$ cat src/rtl/tmr_pkg.sv
package tmr_pkg;
  typedef enum logic [1:0] {
    CNT_HOLD = 2'd0,
    CNT_LOAD = 2'd1,
    CNT_DEC  = 2'd2
  } cnt_op_e;
endpackage

$ cat src/rtl/tmr_ctrl.sv
module tmr_ctrl
  import tmr_pkg::*;
(
  input  logic    clk,
  input  logic    rst_n,
  input  logic    tick_i,
  input  logic    start_i,
  input  logic    stop_i,
  input  logic    mode_wr_i,
  input  logic    mode_i,
  input  logic    zero_i,
  output logic    run_o,
  output logic    mode_o,
  output cnt_op_e op_o,
  output logic    evt_o
);
  logic run_q, run_d;
  logic mode_q, mode_d;
  logic go;

  // stop has priority over start
  assign go = start_i & ~stop_i;

  always_comb begin
    run_d = run_q;
    if (stop_i)       run_d = 1'b0;
    else if (start_i) run_d = 1'b1;
  end

  always_comb begin
    mode_d = mode_q;
    if (mode_wr_i && !run_q) mode_d = mode_i;
  end

  always_comb begin
    op_o  = CNT_HOLD;
    evt_o = 1'b0;
    if (stop_i) begin
      op_o = CNT_HOLD;
    end else if (start_i) begin
      op_o  = CNT_LOAD;
      evt_o = mode_q;
    end else if (run_q && tick_i) begin
      if (zero_i) begin
        op_o  = CNT_LOAD;
        evt_o = 1'b1;
      end else begin
        op_o = CNT_DEC;
      end
    end
  end

  always_ff @(posedge clk or negedge rst_n) begin
    if (!rst_n) begin
      run_q  <= 1'b0;
      mode_q <= 1'b0;
    end else begin
      run_q  <= run_d;
      mode_q <= mode_d;
    end
  end

  assign run_o  = run_q;
  assign mode_o = mode_q;

  logic unused_go;
  assign unused_go = go;
endmodule

$ cat src/rtl/tmr_count.sv
module tmr_count
  import tmr_pkg::*;
#(
  parameter int W = 16
) (
  input  logic         clk,
  input  logic         rst_n,
  input  cnt_op_e      op_i,
  input  logic         period_wr_i,
  input  logic [W-1:0] period_i,
  output logic [W-1:0] period_o,
  output logic [W-1:0] cnt_o,
  output logic         zero_o
);
  localparam logic [W-1:0] ONE = W'(1);

  logic [W-1:0] cnt_q, cnt_d;
  logic [W-1:0] per_q, per_d;

  always_comb begin
    per_d = per_q;
    if (period_wr_i) per_d = period_i;
  end

  // reload uses the period held before this edge
  always_comb begin
    unique case (op_i)
      CNT_LOAD: cnt_d = per_q;
      CNT_DEC:  cnt_d = cnt_q - ONE;
      default:  cnt_d = cnt_q;
    endcase
  end

  always_ff @(posedge clk or negedge rst_n) begin
    if (!rst_n) begin
      cnt_q <= '0;
      per_q <= '0;
    end else begin
      cnt_q <= cnt_d;
      per_q <= per_d;
    end
  end

  assign cnt_o    = cnt_q;
  assign period_o = per_q;
  assign zero_o   = (cnt_q == '0);
endmodule

$ cat src/rtl/tmr_pin.sv
module tmr_pin (
  input  logic clk,
  input  logic rst_n,
  input  logic evt_i,
  input  logic oe_i,
  input  logic lvl_wr_i,
  input  logic lvl_i,
  output logic pin_o,
  output logic irq_o
);
  logic lvl_q, lvl_d;
  logic irq_q;

  always_comb begin
    lvl_d = lvl_q;
    if (oe_i) begin
      if (evt_i) lvl_d = ~lvl_q;
    end else if (lvl_wr_i) begin
      lvl_d = lvl_i;
    end
  end

  always_ff @(posedge clk or negedge rst_n) begin
    if (!rst_n) begin
      lvl_q <= 1'b0;
      irq_q <= 1'b0;
    end else begin
      lvl_q <= lvl_d;
      irq_q <= evt_i;
    end
  end

  assign pin_o = lvl_q;
  assign irq_o = irq_q;
endmodule

$ cat src/rtl/interval_sqw_timer.sv
module interval_sqw_timer
  import tmr_pkg::*;
#(
  parameter int W = 16
) (
  input  logic         clk,
  input  logic         rst_n,
  input  logic         tick_i,
  input  logic         period_wr_i,
  input  logic [W-1:0] period_i,
  input  logic         mode_wr_i,
  input  logic         mode_i,
  input  logic         start_i,
  input  logic         stop_i,
  input  logic         out_en_i,
  input  logic         lvl_wr_i,
  input  logic         lvl_i,
  output logic [W-1:0] count_o,
  output logic         running_o,
  output logic         irq_o,
  output logic         pin_o
);
  cnt_op_e      op;
  logic         evt;
  logic         zero;
  logic         mode_q;
  logic [W-1:0] period_q;

  tmr_ctrl u_ctrl (
    .clk       (clk),
    .rst_n     (rst_n),
    .tick_i    (tick_i),
    .start_i   (start_i),
    .stop_i    (stop_i),
    .mode_wr_i (mode_wr_i),
    .mode_i    (mode_i),
    .zero_i    (zero),
    .run_o     (running_o),
    .mode_o    (mode_q),
    .op_o      (op),
    .evt_o     (evt)
  );

  tmr_count #(.W(W)) u_count (
    .clk         (clk),
    .rst_n       (rst_n),
    .op_i        (op),
    .period_wr_i (period_wr_i),
    .period_i    (period_i),
    .period_o    (period_q),
    .cnt_o       (count_o),
    .zero_o      (zero)
  );

  tmr_pin u_pin (
    .clk      (clk),
    .rst_n    (rst_n),
    .evt_i    (evt),
    .oe_i     (out_en_i),
    .lvl_wr_i (lvl_wr_i),
    .lvl_i    (lvl_i),
    .pin_o    (pin_o),
    .irq_o    (irq_o)
  );
endmodule

$ cat config.mk
export PLATFORM = sky130hd
export DESIGN_NAME = interval_sqw_timer
export DESIGN_NICKNAME = d
export VERILOG_FILES = /design/src/rtl/tmr_pkg.sv /design/src/rtl/tmr_ctrl.sv /design/src/rtl/tmr_count.sv /design/src/rtl/tmr_pin.sv /design/src/rtl/interval_sqw_timer.sv
export SDC_FILE = /design/constraint.sdc
export NUM_CORES = 1
export LEC_CHECK = 0
export BUFFER_PORTS_ARGS = -buffer_cell sky130_fd_sc_hd__buf_2
export CAP_MARGIN = 30
export CELL_PAD_IN_SITES_DETAIL_PLACEMENT = 1
export CELL_PAD_IN_SITES_GLOBAL_PLACEMENT = 2
export CORE_ASPECT_RATIO = 1.4
export CORE_MARGIN = 4
export CORE_UTILIZATION = 33
export DETAILED_ROUTE_END_ITERATION = 10
export GPL_TIMING_DRIVEN = 0
export HOLD_SLACK_MARGIN = 0.12
export PLACE_DENSITY = 0.9
export SYNTH_ARGS = -nofsm -noshare
export SYNTH_HDL_FRONTEND = slang
export SYNTH_SLANG_ARGS = --single-unit
$ cat constraint.sdc
create_clock -name clk -period 3.1 [get_ports clk]
set_input_delay 0.31 -clock clk [delete_from_list [all_inputs] [get_ports clk]]
set_output_delay 0.31 -clock clk [all_outputs]
set_load 0.02 [all_outputs]
=== After elaboration in Yosys (flattened, before gate mapping) ===
Index checks and enable logic that the tools add are counted.

* Flip-flop bits (word level): 36
* Word-level logic and storage cells: 33

* Add/subtract/negate cells: 1
* Eq/ne operators: 3
* Multiplexer cells: 14
* Bitwise operators: 1
* Reductions and logical operators: 8

{| class="wikitable"
|+ Operators with widths
! cell !! count
|-
| $pmux W16 S2 || 1
|-
| $logic_not A16 Y1 || 1
|-
| $sub A16 B1 Y16 const B || 1
|-
| $mux W1 || 9
|-
| $mux W2 || 4
|-
| $reduce_bool A2 Y1 || 3
|-
| $eq A2 B1 Y1 const B || 1
|-
| $eq A2 B2 Y1 const B || 1
|-
| $logic_and A1 B1 Y1 || 2
|-
| $ne A2 B1 Y1 const B || 1
|-
| $reduce_and A2 Y1 || 1
|-
| $logic_not A1 Y1 || 1
|-
| $not A1 Y1 || 1
|}

=== Longest topological paths before layout ===
Gate-level depths: netlist of run 1.

* Depth in word-level cells: 7
* Mapped depth: 14

=== Hierarchy ===
Synthesis of run 1 repeated with hierarchy kept, for this count alone.

* Cell total of the unflattened synthesis: 167
* Area, all modules: 1,829.3 um2

{| class="wikitable"
|+ Modules (own cells, without submodules)
! module !! times used !! cells an instance !! area an instance (um2) !! sequential area each (um2)
|-
| tmr_count || 1 || 149 || 1,634.1 || 800.8
|-
| tmr_ctrl || 1 || 13 || 116.4 || 50.0
|-
| tmr_pin || 1 || 5 || 78.8 || 50.0
|}

=== Least setup slack after synthesis of run 1 ===
OpenSTA, ideal clock, no wires.

* Kind: register -> register
* Start point: register u_count.cnt_q[0], in the netlist u_count.cnt_o[0]
* End point: register u_count.cnt_q[5], in the netlist u_count.cnt_o[5]
* Library setup time: 0.128 ns
* Data arrival time: 2.670 ns
* Setup slack: 0.302 ns
* Cell stages (with the launch flop): 14
* Period minus slack after synthesis: 2.798 ns
* Cell sequence: dfrtp_1 > inv_1 > ha_1 > nor3b_4 > and4b_1 > buf_4 > nor4b_4 > nor4_1 > ha_1 > clkbuf_1 > clkbuf_1 > nand2_1 > o32ai_1 > a21oi_1

* Word-level cells in the longest chain between the ends: 7
* Elaborated cells between the ends (all ways): 10

{| class="wikitable"
|+ RTL lines
! element !! line !! text
|-
| from (decl) || tmr_count.sv:17 || <nowiki>logic [W-1:0] cnt_q, cnt_d;</nowiki>
|-
| from (signal assigned) || tmr_count.sv:39 || <nowiki>cnt_q <= cnt_d;</nowiki>
|-
| $logic_not A16 Y1 || tmr_count.sv:46 || <nowiki>assign zero_o = (cnt_q == '0);</nowiki>
|-
| $mux W2 || tmr_ctrl.sv:44 || <nowiki>if (zero_i) begin</nowiki>
|-
| $mux W2 || tmr_ctrl.sv:43 || <nowiki>end else if (run_q && tick_i) begin</nowiki>
|-
| $mux W2 || tmr_ctrl.sv:40 || <nowiki>end else if (start_i) begin</nowiki>
|-
| $mux W2 || tmr_ctrl.sv:38 || <nowiki>if (stop_i) begin</nowiki>
|-
| $eq A2 B2 Y1 or $eq A2 B1 Y1 (tied branches) || tmr_count.sv:27 || <nowiki>unique case (op_i)</nowiki>
|-
| $pmux W16 S2 or $reduce_bool A2 Y1 (tied branches) || -- ||
|}

Several ways; a longest one is shown, not always the timed one.
A chain may end at the register's enable or synchronous reset.

=== Final worst setup path of run 1 ===
* Start point: register u_count.cnt_q[0], in the netlist u_count.cnt_o[0]
* End point: register u_count.cnt_q[12], in the netlist u_count.cnt_o[12]

The elaborated chain is that of the path after synthesis.

==> results of run 1 <==
[kinds of logic after synthesis]
family                   Yosys count  share of synthesized area
AND/OR/NAND/NOR                   65                      0.211
AO/OA/AOI/OAI                     46                      0.155
flip-flops                        36                      0.463
multiplexers                      22                      0.124
buffers and inverters             16                     0.0335
adder cells (fa/ha/maj)            2                     0.0129
[path summary, 6_finish.rpt]
path,to,depth (start not counted)
max,u_count.cnt_o[12],12
min,u_count.cnt_o[15],1
max reg2reg,u_count.cnt_o[12],12
min reg2reg,u_count.cnt_o[0],2
max in group asynchronous,u_count.cnt_o[9],1
min in group clk,u_ctrl.run_o,2
[through the flow]
step	TNS [ns]	hold WS (ns)
6_report	0	0.111
5_1_grt	0	0.173
4_1_cts	0	0.147
3_5_place_dp	-1.54	0.469
3_3_place_gp	-1.13	0.467
2_1_floorplan	0	0.0144
[registers in the layout, summed over array words and instances, names as in the netlist]
signal            count
u_count.cnt_o        16
u_count.period_o     16
u_ctrl.mode_o         1
u_ctrl.run_o          1
u_pin.irq_o           1
u_pin.pin_o           1
[power by group through the flow]
| stage | sequential [mW] | clock (mW) | combinational (mW) |
|---|---|---|---|
| after detailed placement | 0.691 | 0 | 0.383 |
| final | 0.684 | 0.414 | 0.384 |
| after global routing | 0.703 | 0.442 | 0.429 |
| after global placement | 0.686 | 0 | 0.375 |
| after CTS | 0.683 | 0.422 | 0.390 |
| after floorplan | 0.732 | 0 | 0.184 |
[critical path: stages, from the launching register on]
cell and delay, ns:
dfrtp_1 0.44, inv_1 0.08, ha_1 0.23, nor3b_4 0.16, and4b_1 0.18, buf_4 0.16
nor4b_4 0.14, nor4_1 0.20, ha_2 0.36, inv_1 0.12, clkbuf_2 0.22, a22oi_1 0.23
o221ai_1 0.14
[per-layer routing]
layer / wire length, µm / vias up
met5: 0 / -
met4: 115 / 0
met3: 265 / 10
met2: 2720 / 46
met1: 2190 / 872
li1: - / 791
[placed cells by master, fill, tap and decap left out, drive strengths merged, types with 2 or more instances in the layout]
| cell | count |
|---|---|
| a21oi | 10 |
| a22oi | 5 |
| a31oi | 4 |
| and4b | 2 |
| buf | 46 |
| clkbuf | 13 |
| dfrtp | 36 |
| ha | 2 |
| inv | 5 |
| mux2 | 17 |
| mux2i | 5 |
| nand2 | 11 |
| nand3 | 3 |
| nand4 | 4 |
| nand4b | 2 |
| nor2 | 20 |
| nor2b | 3 |
| nor3 | 6 |
| nor3b | 2 |
| nor4 | 5 |
| o21ai | 13 |
| o22a | 3 |
| o311ai | 2 |
[repair_timing]
item | in CTS | in global routing
buffers inserted | 1 | 0
endpoints found under the setup margin | 15 | 16
resized for setup | 4 | 4
[layout make-up]
cell class	count	area [µm²]	area share
plain buffers	9	45.0	0.0191
clock buffers	6	72.6	0.0307
clock inverters	2	35.0	0.0148
inverters	5	18.8	0.00794
multi-input cells	135	983	0.416
flip-flops and latches	36	901	0.381
well taps	68	85.1	0.0360
repair buffers	44	223	0.0942
==> load_flow_metrics.sql, run 1 <==
INSERT INTO impl_metrics (metric_group, metric, value, unit) VALUES
('status', 'status', 'completed', ''),
('grt', 'grtUsageMet1', '0.189', ''),
('clocking', 'cts_hold_buf', '0', ''),
('routing', 'detail_route.vias_per_cell', '5.64', ''),
('grt', 'grt_first_pass_wirelength', '8810', 'µm'),
('power', 'power_per_cell_area', '627', 'mW/mm²'),
('power', 'p_switching', '0.531', 'mW'),
('finish', 'fin_nets', '265', ''),
('grt', 'globalRouteMet2Util', '0.268', ''),
('critical_path', 'critical_path_class', 'reg -> reg', ''),
('die', 'placement_rows', '32', ''),
('critical_path', 'end_kind', 'flip-flop', ''),
('grt', 'overflow', '0', ''),
('power', 'power_switching_share', '0.359', ''),
('placed_design', 'place.detailed.hpwl', '3750', 'µm'),
('logic_synthesis', 'number_of_flops_mapped_to_enable_cells_by_yosys', '0', ''),
('logic_synthesis', 'synth-seq-cells', '36', ''),
('min_path', 'worstHoldPathType', 'in -> async', ''),
('clocking', 'clk-insertion-delay-late', '0.30', 'ns'),
('run', 'cap_viol_max_count', '0', ''),
('clocking', 'number_of_buffers_added_by_the_clock_tree_synthesis_step', '5', ''),
('sta', 'fin_crit_sh', '0.901', ''),
('grt', 'met3_global_route_usage', '0.0316', ''),
('logic_synthesis', 'synthArstFlopShare', '1.00', ''),
('logic_synthesis', 'commonest_cells_post_synth', '36 x dfrtp_1, 19 x nor2_1, 17 x mux2_2', ''),
('critical_path', 'rr_startpoint', 'u_count.cnt_o[0]', ''),
('sta', 'max_slew_margin', '0.434', ''),
('sta', 'timing_worst_slew_pin_value', '0.848', 'ns'),
('grt', 'largest_net_degree_at_the_start_of_global_routing', '37', ''),
('finish', 'postLayoutCellArea', '0.00236', 'mm²'),
('critical_path', 'path_max_fanout', '10', ''),
('grt', 'overall_fraction_of_global_route_tracks_in_use', '0.158', ''),
('clocking', 'clk_pin_slew', '0.08', 'ns'),
('power', 'vdd_ir_drop_max', '246', 'µV'),
('sta', 'post-route-worst-setup-slack', '0.307', 'ns'),
('finish', 'diodes', '0', ''),
('sta', 'max_clock_skew', '0.00856', 'ns'),
('logic_synthesis', 'synthFlopType', 'dfrtp_1', ''),
('grt', 'first_global_vias', '1787', ''),
('logic_synthesis', 'yosysWarnings', '0', ''),
('sta', 'finalWorstPathRequiredPeriod', '2.79', 'ns'),
('critical_path', 'critPathArrivalTime', '2.97', 'ns'),
('grt', 'busiest_layer', 'met2', ''),
('placed_design', 'place.gp.congestion', '0.779', ''),
('routing', 'num_vias', '1719', ''),
('grt', 'antenna_found_initial', '0', ''),
('power', 'share_seq_of_total_power', '0.462', ''),
('finish', 'layout.core_utilization', '0.422', ''),
('logic_synthesis', 'yosys.area.top_type_share', '0.463', ''),
('sta', 'timing_hold_violations_final', '0', ''),
('routing', 'drt-wirelength-per-cell', '17.3', 'µm'),
('routing', 'drc_errors', '0', ''),
('routing', 'number_of_design_rule_violations_left_by_the_first_detailed_router_iteration', '39', ''),
('power', 'total_leakage_power', '1.03', 'nW'),
('logic_synthesis', 'synth_area_leader_cell', 'dfrtp_1', ''),
('die', 'coreArea', '0.00561', 'mm²'),
('logic_synthesis', 'synth.cell_area', '0.00194', 'mm²'),
('power', 'power.share.combinational', '0.259', ''),
('finish', 'finish.cell_count_without_fillers', '305', ''),
('power', 'fin_total_pwr', '1.48', 'mW'),
('clocking', 'tritoncts_num_sinks', '36', ''),
('critical_path', 'crit_required', '3.27', 'ns'),
('placed_design', 'numPortBuffers', '43', ''),
('die', 'chipHeight', '98.8', 'µm'),
('placed_design', 'dpl_worst_slack', '-0.182', 'ns'),
('critical_path', 'cp-start-kind', 'flip-flop', ''),
('critical_path', 'regToRegSetupSlack', '0.31', 'ns'),
('routing', 'postRouteAntennaNets', '0', ''),
('logic_synthesis', 'synth_sequential_area_ratio', '0.463', ''),
('routing', 'drt_pass1_iterations', '4', ''),
('die', 'area_of_the_die', '0.00720', 'mm²');
No activity file was read; power rests on OpenSTA's default activity.
==> run 2: changes to the inputs <==
==> constraint.sdc (replaced) <==
create_clock -name clk -period 2.8 [get_ports clk]
set_input_delay 0.28 -clock clk [delete_from_list [all_inputs] [get_ports clk]]
set_output_delay 0.28 -clock clk [all_outputs]
set_load 0.02 [all_outputs]
==> run 2 against run 1 <==
Fmax is 8.3% higher. Critical path depth up 1. First-iteration DRC count rose by 7.7%. Power is 12% higher. Sequential share of layout area decreased by 1.2 points. Register-to-register slack got worse by 0.09 ns. Global-route usage increased by 0.083 points. Sequential power grew 10%. Largest power group unchanged. Die area unchanged. Final cell count grew 1.6%.
==> load_flow_metrics.sql, run 2 (synthesis results as in run 1) <==
INSERT INTO impl_metrics (metric_group, metric, value, unit) VALUES
('critical_path', 'critical_path_class', 'reg -> reg', ''),
('clocking', 'clk_pin_slew', '0.07', 'ns'),
('critical_path', 'timing.critical_path.cells', 'inv_1 > ha_2 > nor3b_4 > and4b_1 > buf_6 > nor4b_4 > o21ai_2 > ha_4 > inv_1 > clkbuf_4 > nor2_1 > o21ai_0 > o21ai_0', ''),
('critical_path', 'rr_startpoint', 'u_count.cnt_o[1]', ''),
('placed_design', 'place.detailed.hpwl', '3750', 'µm'),
('critical_path', 'worst_r2r_path_depth', '13', ''),
('sta', 'rsz0062_at_grt', 'false', ''),
('power', 'vdd_ir_drop_max', '264', 'µV'),
('power', 'power_switching_share', '0.358', ''),
('sta', 'slew_violations', '0', ''),
('sta', 'fin_crit_sh', '0.921', ''),
('routing', 'drc_errors', '0', ''),
('finish', 'diodes', '0', ''),
('sta', 'timing_worst_slew_pin_value', '0.841', 'ns'),
('finish', 'layout.cells.most_common_list', '45 x buf_2, 34 x dfrtp_1, 18 x nor2_1', ''),
('die', 'chipWidth', '72.9', 'µm'),
('power', 'share_seq_of_total_power', '0.456', ''),
('finish', 'layout.cells.most_common', 'buf_2', ''),
('clocking', 'clk_root_buffer_cell', 'clkbuf_8', ''),
('finish', 'syn_to_final_growth', '25.7', '%'),
('finish', 'drive_above_1_share', '0.388', ''),
('power', 'power.internal', '1.06', 'mW'),
('sta', 'post-route-worst-setup-slack', '0.220', 'ns'),
('grt', 'largest_net_degree_at_the_start_of_global_routing', '37', ''),
('die', 'placement_rows', '32', ''),
('placed_design', 'place.gp.congestion', '0.779', ''),
('clocking', 'tritoncts_num_sinks', '36', ''),
('critical_path', 'crit_required', '2.97', 'ns'),
('clocking', 'number_of_buffers_added_by_the_clock_tree_synthesis_step', '5', ''),
('grt', 'overall_fraction_of_global_route_tracks_in_use', '0.159', ''),
('min_path', 'timing.hold.worst.start', 'stop_i', ''),
('routing', 'finalWirelength', '5350', 'µm'),
('critical_path', 'cp-start-kind', 'flip-flop', ''),
('critical_path', 'critPathArrivalTime', '2.75', 'ns'),
('routing', 'drt_pass1_iterations', '4', ''),
('routing', 'number_of_design_rule_violations_left_by_the_first_detailed_router_iteration', '42', ''),
('critical_path', 'slowest_stage', 'dfrtp_2', ''),
('clocking', 'cts_max_level', '2', ''),
('critical_path', 'worst_path_largest_cell_delay', '0.44', 'ns'),
('routing', 'drt-wirelength-per-cell', '17.3', 'µm'),
('grt', 'grt_first_pass_wirelength', '8890', 'µm'),
('min_path', 'worst_hold_depth', '2', ''),
('power', 'total_leakage_power', '1.06', 'nW'),
('critical_path', 'end_kind', 'flip-flop', ''),
('placed_design', 'numPortBuffers', '43', ''),
('finish', 'fin_nets', '270', ''),
('die', 'chipHeight', '98.8', 'µm'),
('sta', 'timing_hold_violations_final', '0', ''),
('critical_path', 'worst_reg2reg_path_endpoint', 'u_count.cnt_o[3]', ''),
('min_path', 'timing.hold.worst_endpoint', 'u_ctrl.run_o', ''),
('clocking', 'cts-root-to-sink-buffers', '2', ''),
('sta', 'finalWorstPathRequiredPeriod', '2.58', 'ns'),
('sta', 'max_slew_margin', '0.439', ''),
('routing', 'postRouteAntennaNets', '0', ''),
('run', 'cap_viol_max_count', '0', ''),
('grt', 'overflow', '0', ''),
('critical_path', 'regToRegSetupSlack', '0.22', 'ns'),
('power', 'clock_power_share', '0.275', ''),
('clocking', 'cts_tree', 'done', ''),
('power', 'p_switching', '0.593', 'mW'),
('sta', 'max_clock_skew', '0.00794', 'ns'),
('critical_path', 'path_max_fanout', '10', ''),
('die', 'coreArea', '0.00561', 'mm²'),
('clocking', 'clk-insertion-delay-late', '0.29', 'ns'),
('sta', 'finalSetupViolations', '0', ''),
('power', 'power_per_cell_area', '678', 'mW/mm²'),
('min_path', 'worstHoldPathType', 'in -> reg', ''),
('power', 'power.share.combinational', '0.270', ''),
('sta', 'clock.fmax', '388', 'MHz'),
('routing', 'num_vias', '1726', ''),
('status', 'status', 'completed', ''),
('finish', 'layout.core_utilization', '0.436', ''),
('grt', 'first_global_vias', '1811', ''),
('placed_design', 'dpl_worst_slack', '-0.482', 'ns'),
('die', 'io_pins', '46', ''),
('die', 'initial_utilization', '0.347', ''),
('grt', 'antenna_found_initial', '0', ''),
('die', 'area_of_the_die', '0.00720', 'mm²'),
('routing', 'detail_route.vias_per_cell', '5.57', '');
## run 2: changes by cell type in the layout (fill, tap and decap cells not counted), sizes merged
cell	change
buf	+6
clkbuf	-2
dlygate4sd3	+1
## run 2: worst max path at each step
stage | end | cells after the start | start | slack, ns
floorplan | u_count.cnt_o[5] | 13 | u_count.cnt_o[0] | 0.002
global placement | u_count.cnt_o[0] | 13 | u_count.cnt_o[0] | -0.46
detailed placement | u_count.cnt_o[0] | 13 | u_count.cnt_o[0] | -0.48
CTS | u_count.cnt_o[9] | 11 | u_count.cnt_o[0] | 0.02
global route | u_count.cnt_o[13] | 12 | u_count.cnt_o[0] | 0.01
finish | u_count.cnt_o[3] | 13 | u_count.cnt_o[1] | 0.22
## run 2: metrics by stage
stage | setup TNS [ns] | cell area, µm² | hold slack, ns | total power [mW] | std cells
2_1_floorplan | 0 | 1940 | -0.0156 | 1.01 | 187
3_5_place_dp | -6.31 | 2240 | 0.439 | 1.19 | 298
4_1_cts | 0 | 2370 | 0.185 | 1.66 | 306
5_1_grt | 0 | 2440 | 0.209 | 1.76 | 310
6_report | 0 | 2440 | 0.204 | 1.66 | 310
3_3_place_gp | -5.82 | 2240 | 0.437 | 1.17 | 298
## run 2: worst max-delay path: cells and delay by family (launching register included)
kind,cells,cell delay (ns)
AOI/OAI and AO/OA,3,0.32
adders and majority gates,2,0.38
buffers and inverters,4,0.53
DFF,1,0.44
and+or+nand+nor,4,0.78
## run 2: layout make-up
class,count,area [µm²]
fillers,659,3160
repair buffers,49,263
inverters,5,18.8
flip-flops and latches,36,903
multi-input cells,135,1010
well taps,68,85.1
clock buffers,6,72.6
plain buffers,9,56.3
clock inverters,2,35.0
## run 2: power by group through the flow
stage                     sequential [mW]  clock, mW  combinational [mW]
after floorplan                     0.811          0               0.203
after global placement              0.759          0               0.415
after detailed placement            0.765          0               0.424
after CTS                           0.756      0.467               0.433
after global routing                0.777      0.489               0.496
final                               0.755      0.455               0.447
## run 2: routing by layer
metal	share of wire	up-vias	track usage
li1	-	804	-
met1	0.42	869	0.191
met2	0.51	41	0.266
met3	0.048	12	0.0316
met4	0.022	0	0.0795
met5	0	-	0
## run 2: timing repair
item / CTS / global route
pin swaps: 0 / 2
endpoints found under the hold margin: 8 / 0
endpoints found under the setup margin: 16 / 16
buffers inserted: 1 / 4
gates resized for setup: 6 / 17
hold buffers: 1 / 0
==> run 3: changes to the inputs <==
--- a/config.mk
+++ b/config.mk
@@ -5,13 +5,14 @@
 export SDC_FILE = /design/constraint.sdc
 export NUM_CORES = 1
 export LEC_CHECK = 0
+export ABC_AREA = 1
 export BUFFER_PORTS_ARGS = -buffer_cell sky130_fd_sc_hd__buf_2
 export CAP_MARGIN = 30
 export CELL_PAD_IN_SITES_DETAIL_PLACEMENT = 1
 export CELL_PAD_IN_SITES_GLOBAL_PLACEMENT = 2
 export CORE_ASPECT_RATIO = 1.4
-export CORE_MARGIN = 4
-export CORE_UTILIZATION = 33
+export CORE_MARGIN = 2
+export CORE_UTILIZATION = 30
 export DETAILED_ROUTE_END_ITERATION = 10
 export GPL_TIMING_DRIVEN = 0
 export HOLD_SLACK_MARGIN = 0.12
==> constraint.sdc (replaced) <==
create_clock -name clk -period 2.67 [get_ports clk]
set_input_delay 0.267 -clock clk [delete_from_list [all_inputs] [get_ports clk]]
set_output_delay 0.267 -clock clk [all_outputs]
set_load 0.02 [all_outputs]
==> run 3 against run 2 <==
Power is 0.90% higher. Fmax is 7.5% higher. Combinational power is 3% higher. Sequential cell count stayed put. Global-route usage is 0.46 points higher. Register-to-register slack better by 0.05 ns. Hold slack worse by 0.049 ns. Clock-buffer cell count is 1 lower. Utilization is 5.7 points lower. Highest routed layer unchanged.
==> load_flow_metrics.sql, run 3 <==
INSERT INTO impl_metrics (metric_group, metric, value, unit) VALUES
('power', 'power_per_cell_area', '709', 'mW/mm²'),
('placed_design', 'placedCellCount', '364', ''),
('grt', 'largest_net_degree_at_the_start_of_global_routing', '37', ''),
('logic_synthesis', 'synthTopCellsByArea', 'dfrtp_1 47%, nand2_1 12%, inv_1 6.8%', ''),
('finish', 'finish.cell_count_without_fillers', '373', ''),
('logic_synthesis', 'synth.net_count', '277', ''),
('routing', 'routed.top_layer', 'met4', ''),
('clocking', 'cts.repair.resized', '0', ''),
('grt', 'overflow', '0', ''),
('routing', 'drt_pass1_iterations', '4', ''),
('routing', 'met1_length', '2120', 'µm'),
('power', 'vdd_ir_drop_max', '304', 'µV'),
('routing', 'met3_length', '177', 'µm'),
('clocking', 'clk_root_buffer_cell', 'clkbuf_8', ''),
('finish', 'layout.cells.most_common', 'nand2_1', ''),
('sta', 'clock.fmax', '417', 'MHz'),
('clocking', 'clk_pin_slew', '0.08', 'ns'),
('clocking', 'clk-insertion-delay-late', '0.30', 'ns'),
('die', 'area_of_the_die', '0.00708', 'mm²'),
('sta', 'max_clock_skew', '0.00815', 'ns'),
('routing', 'finalWirelength', '5180', 'µm'),
('logic_synthesis', 'yosysWarnings', '0', ''),
('status', 'status', 'completed', ''),
('routing', 'number_of_design_rule_violations_left_by_the_first_detailed_router_iteration', '53', ''),
('min_path', 'worstHoldPathType', 'in -> reg', ''),
('grt', 'grt_first_pass_wirelength', '9150', 'µm'),
('routing', 'postRouteAntennaNets', '0', ''),
('sta', 'finalSetupViolations', '0', ''),
('sta', 'final.setup.tns', '0', 'ns'),
('run', 'cap_viol_max_count', '0', ''),
('critical_path', 'cp.buffers_inverters', '4', ''),
('routing', 'drc_errors', '0', ''),
('die', 'coreArea', '0.00621', 'mm²'),
('logic_synthesis', 'commonest_cells_post_synth', '59 x nand2_1, 36 x dfrtp_1, 35 x inv_1', ''),
('finish', 'fillers', '794', ''),
('logic_synthesis', 'synth_sequential_area_ratio', '0.468', ''),
('finish', 'diodes', '0', ''),
('clocking', 'cts_max_level', '2', ''),
('sta', 'post-route-worst-setup-slack', '0.270', 'ns'),
('critical_path', 'worst_path_dominant_cell_family', 'buffers and inverters', ''),
('critical_path', 'timing.critical_path.cells', 'inv_1 > ha_1 > nand2_2 > nor2_1 > nand2_1 > nand2_2 > nand2_1 > ha_1 > buf_2 > clkbuf_1 > nor2_1 > o22ai_1 > inv_1', ''),
('finish', 'syn_to_final_growth', '22.4', '%'),
('critical_path', 'critical_path_class', 'reg -> reg', ''),
('critical_path', 'end_kind', 'flip-flop', ''),
('logic_synthesis', 'number_of_flops_mapped_to_enable_cells_by_yosys', '0', ''),
('logic_synthesis', 'postSynthCellCount', '248', ''),
('logic_synthesis', 'synth.cell_area', '0.00193', 'mm²'),
('sta', 'finalWorstPathRequiredPeriod', '2.40', 'ns'),
('die', 'chipWidth', '71.7', 'µm'),
('sta', 'slew_violations', '0', ''),
('placed_design', 'place.detailed.hpwl', '4020', 'µm'),
('sta', 'timing_worst_slew_pin_value', '0.837', 'ns'),
('sta', 'fin_crit_sh', '0.899', ''),
('sta', 'rsz0062_at_grt', 'false', ''),
('logic_synthesis', 'synth_area_leader_cell', 'dfrtp_1', ''),
('routing', 'drt-wirelength-per-cell', '13.9', 'µm'),
('clocking', 'cts_tree', 'done', ''),
('grt', 'first_global_vias', '1961', ''),
('critical_path', 'path_max_fanout', '10', ''),
('critical_path', 'cp-start-kind', 'flip-flop', ''),
('placed_design', 'dpl_worst_slack', '0.239', 'ns'),
('critical_path', 'crit_required', '2.86', 'ns'),
('critical_path', 'critPathArrivalTime', '2.59', 'ns'),
('routing', 'routed-wl-met2', '2800', 'µm'),
('power', 'fin_total_pwr', '1.67', 'mW'),
('die', 'io_pins', '46', ''),
('finish', 'drive_above_1_share', '0.252', ''),
('finish', 'layout.cells.most_common_list', '59 x nand2_1, 49 x buf_2, 36 x dfrtp_1', ''),
('logic_synthesis', 'avgSynthCellArea', '7.76', 'µm²'),
('finish', 'fin_nets', '329', ''),
('logic_synthesis', 'synthArstFlopShare', '1.00', ''),
('logic_synthesis', 'yosysMostFrequentCell', 'nand2_1', ''),
('clocking', 'tritoncts_num_sinks', '36', ''),
('grt', 'overall_fraction_of_global_route_tracks_in_use', '0.164', ''),
('critical_path', 'worst_path_largest_cell_delay', '0.39', 'ns'),
('critical_path', 'slowest_stage', 'dfrtp_1', ''),
('sta', 'timing_hold_violations_final', '0', ''),
('clocking', 'cts-root-to-sink-buffers', '2', ''),
('logic_synthesis', 'synthFlopType', 'dfrtp_1', ''),
('clocking', 'number_of_buffers_added_by_the_clock_tree_synthesis_step', '5', ''),
('die', 'initial_utilization', '0.310', ''),
('placed_design', 'numPortBuffers', '44', ''),
('logic_synthesis', 'synth-seq-cells', '36', ''),
('logic_synthesis', 'synth.distinct_cells', '26', ''),
('die', 'placement_rows', '34', ''),
('placed_design', 'place.gp.congestion', '0.764', ''),
('routing', 'detail_route.vias_per_cell', '4.84', ''),
('finish', 'register_area', '901', 'µm²'),
('grt', 'antenna_found_initial', '0', ''),
('die', 'chipHeight', '98.8', 'µm'),
('finish', 'multi_input_gate_area', '853', 'µm²'),
('logic_synthesis', 'yosys.area.top_type_share', '0.468', ''),
('power', 'total_leakage_power', '1.19', 'nW'),
('sta', 'max_slew_margin', '0.442', ''),
('routing', 'num_vias', '1805', '');
==> run 3: cell count changes after synthesis, sizes merged, moves of 5 or more <==
| cell | before | now |
|---|---|---|
| mux2i | 5 | 0 |
| nor3 | 6 | 1 |
| mux2 | 17 | 5 |
| a22oi | 5 | 0 |
| inv | 5 | 35 |
| a21oi | 10 | 17 |
| nor2 | 20 | 26 |
| o21ai | 13 | 30 |
| clkbuf | 9 | 3 |
| nand2 | 11 | 65 |
==> run 3: what timing repair did <==
action / CTS / global route
hold buffers: 1 / 0
setup buffers: 0 / 0
hold endpoints to repair: 36 / 0
endpoints found under the setup margin: 0 / 0
==> run 3: worst reg2reg max path, delay by kind of cell, from the launching register on <==
kind	cells	cell delay, ns
AO/OA/AOI/OAI	1	0.12
AND/OR/NAND/NOR	6	0.55
buffers and inverters	4	0.75
adder cells (fa/ha/maj)	2	0.50
flip-flops	1	0.39
==> run 3: power by group <==
group	switching (mW)	internal, mW	leakage, nW
clock network	0.216	0.277	0.0541
logic	0.301	0.158	0.701
registers	0.0903	0.630	0.437
total	0.608	1.06	1.19
==> run 3: final timing paths <==
path | slack (ns) | start | cells past startpoint | endpoint
setup / recovery | 0.27 | u_count.cnt_o[0] | 13 | u_count.cnt_o[7]
setup reg to reg | 0.27 | u_count.cnt_o[0] | 13 | u_count.cnt_o[7]
hold / removal | 0.15 | stop_i | 2 | u_ctrl.run_o
min in group asynchronous | 0.61 | rst_n | 2 | u_count.period_o[15]
hold reg to reg | 0.50 | u_count.period_o[0] | 1 | u_count.period_o[0]
max in group asynchronous | 1.52 | rst_n | 2 | u_ctrl.run_o
==> run 3: area by class of cell <==
| cell class | count | share of cell area |
|---|---|---|
| flip-flops and latches | 36 | 0.382 |
| clock buffers | 5 | 0.0292 |
| multi-input cells | 168 | 0.362 |
| plain buffers | 9 | 0.0170 |
| inverters | 35 | 0.0557 |
| repair buffers | 45 | 0.0977 |
| clock inverters | 3 | 0.0180 |
| well taps | 72 | 0.0382 |
==> run 3: per-stage QoR <==
stage / area, µm² / hold slack (ns) / utilization
2_1_floorplan: 1930 / -0.0286 / -
3_3_place_gp: 2240 / 0.418 / 0.360
3_5_place_dp: 2240 / 0.431 / 0.360
4_1_cts: 2360 / 0.143 / 0.380
5_1_grt: 2360 / 0.142 / 0.380
6_report: 2360 / 0.154 / 0.380
==> run 3: kinds of logic (layout without fill, tap and decap cells) <==
logic type / count (synthesis) / in the layout / synth area share
simple gates: 103 / 103 / 0.235
compound gates: 54 / 54 / 0.148
buf+inv: 44 / 97 / 0.0890
flops: 36 / 36 / 0.468
mux: 5 / 5 / 0.0292
xor+xnor: 4 / 4 / 0.0182
fa+ha+maj: 2 / 2 / 0.0130
==> run 3: layer usage <==
layer | global-route usage | up-vias
met5 | 0 | -
met4 | 0.0566 | 0
met3 | 0.0297 | 6
met2 | 0.300 | 34
met1 | 0.187 | 873
li1 | - | 892
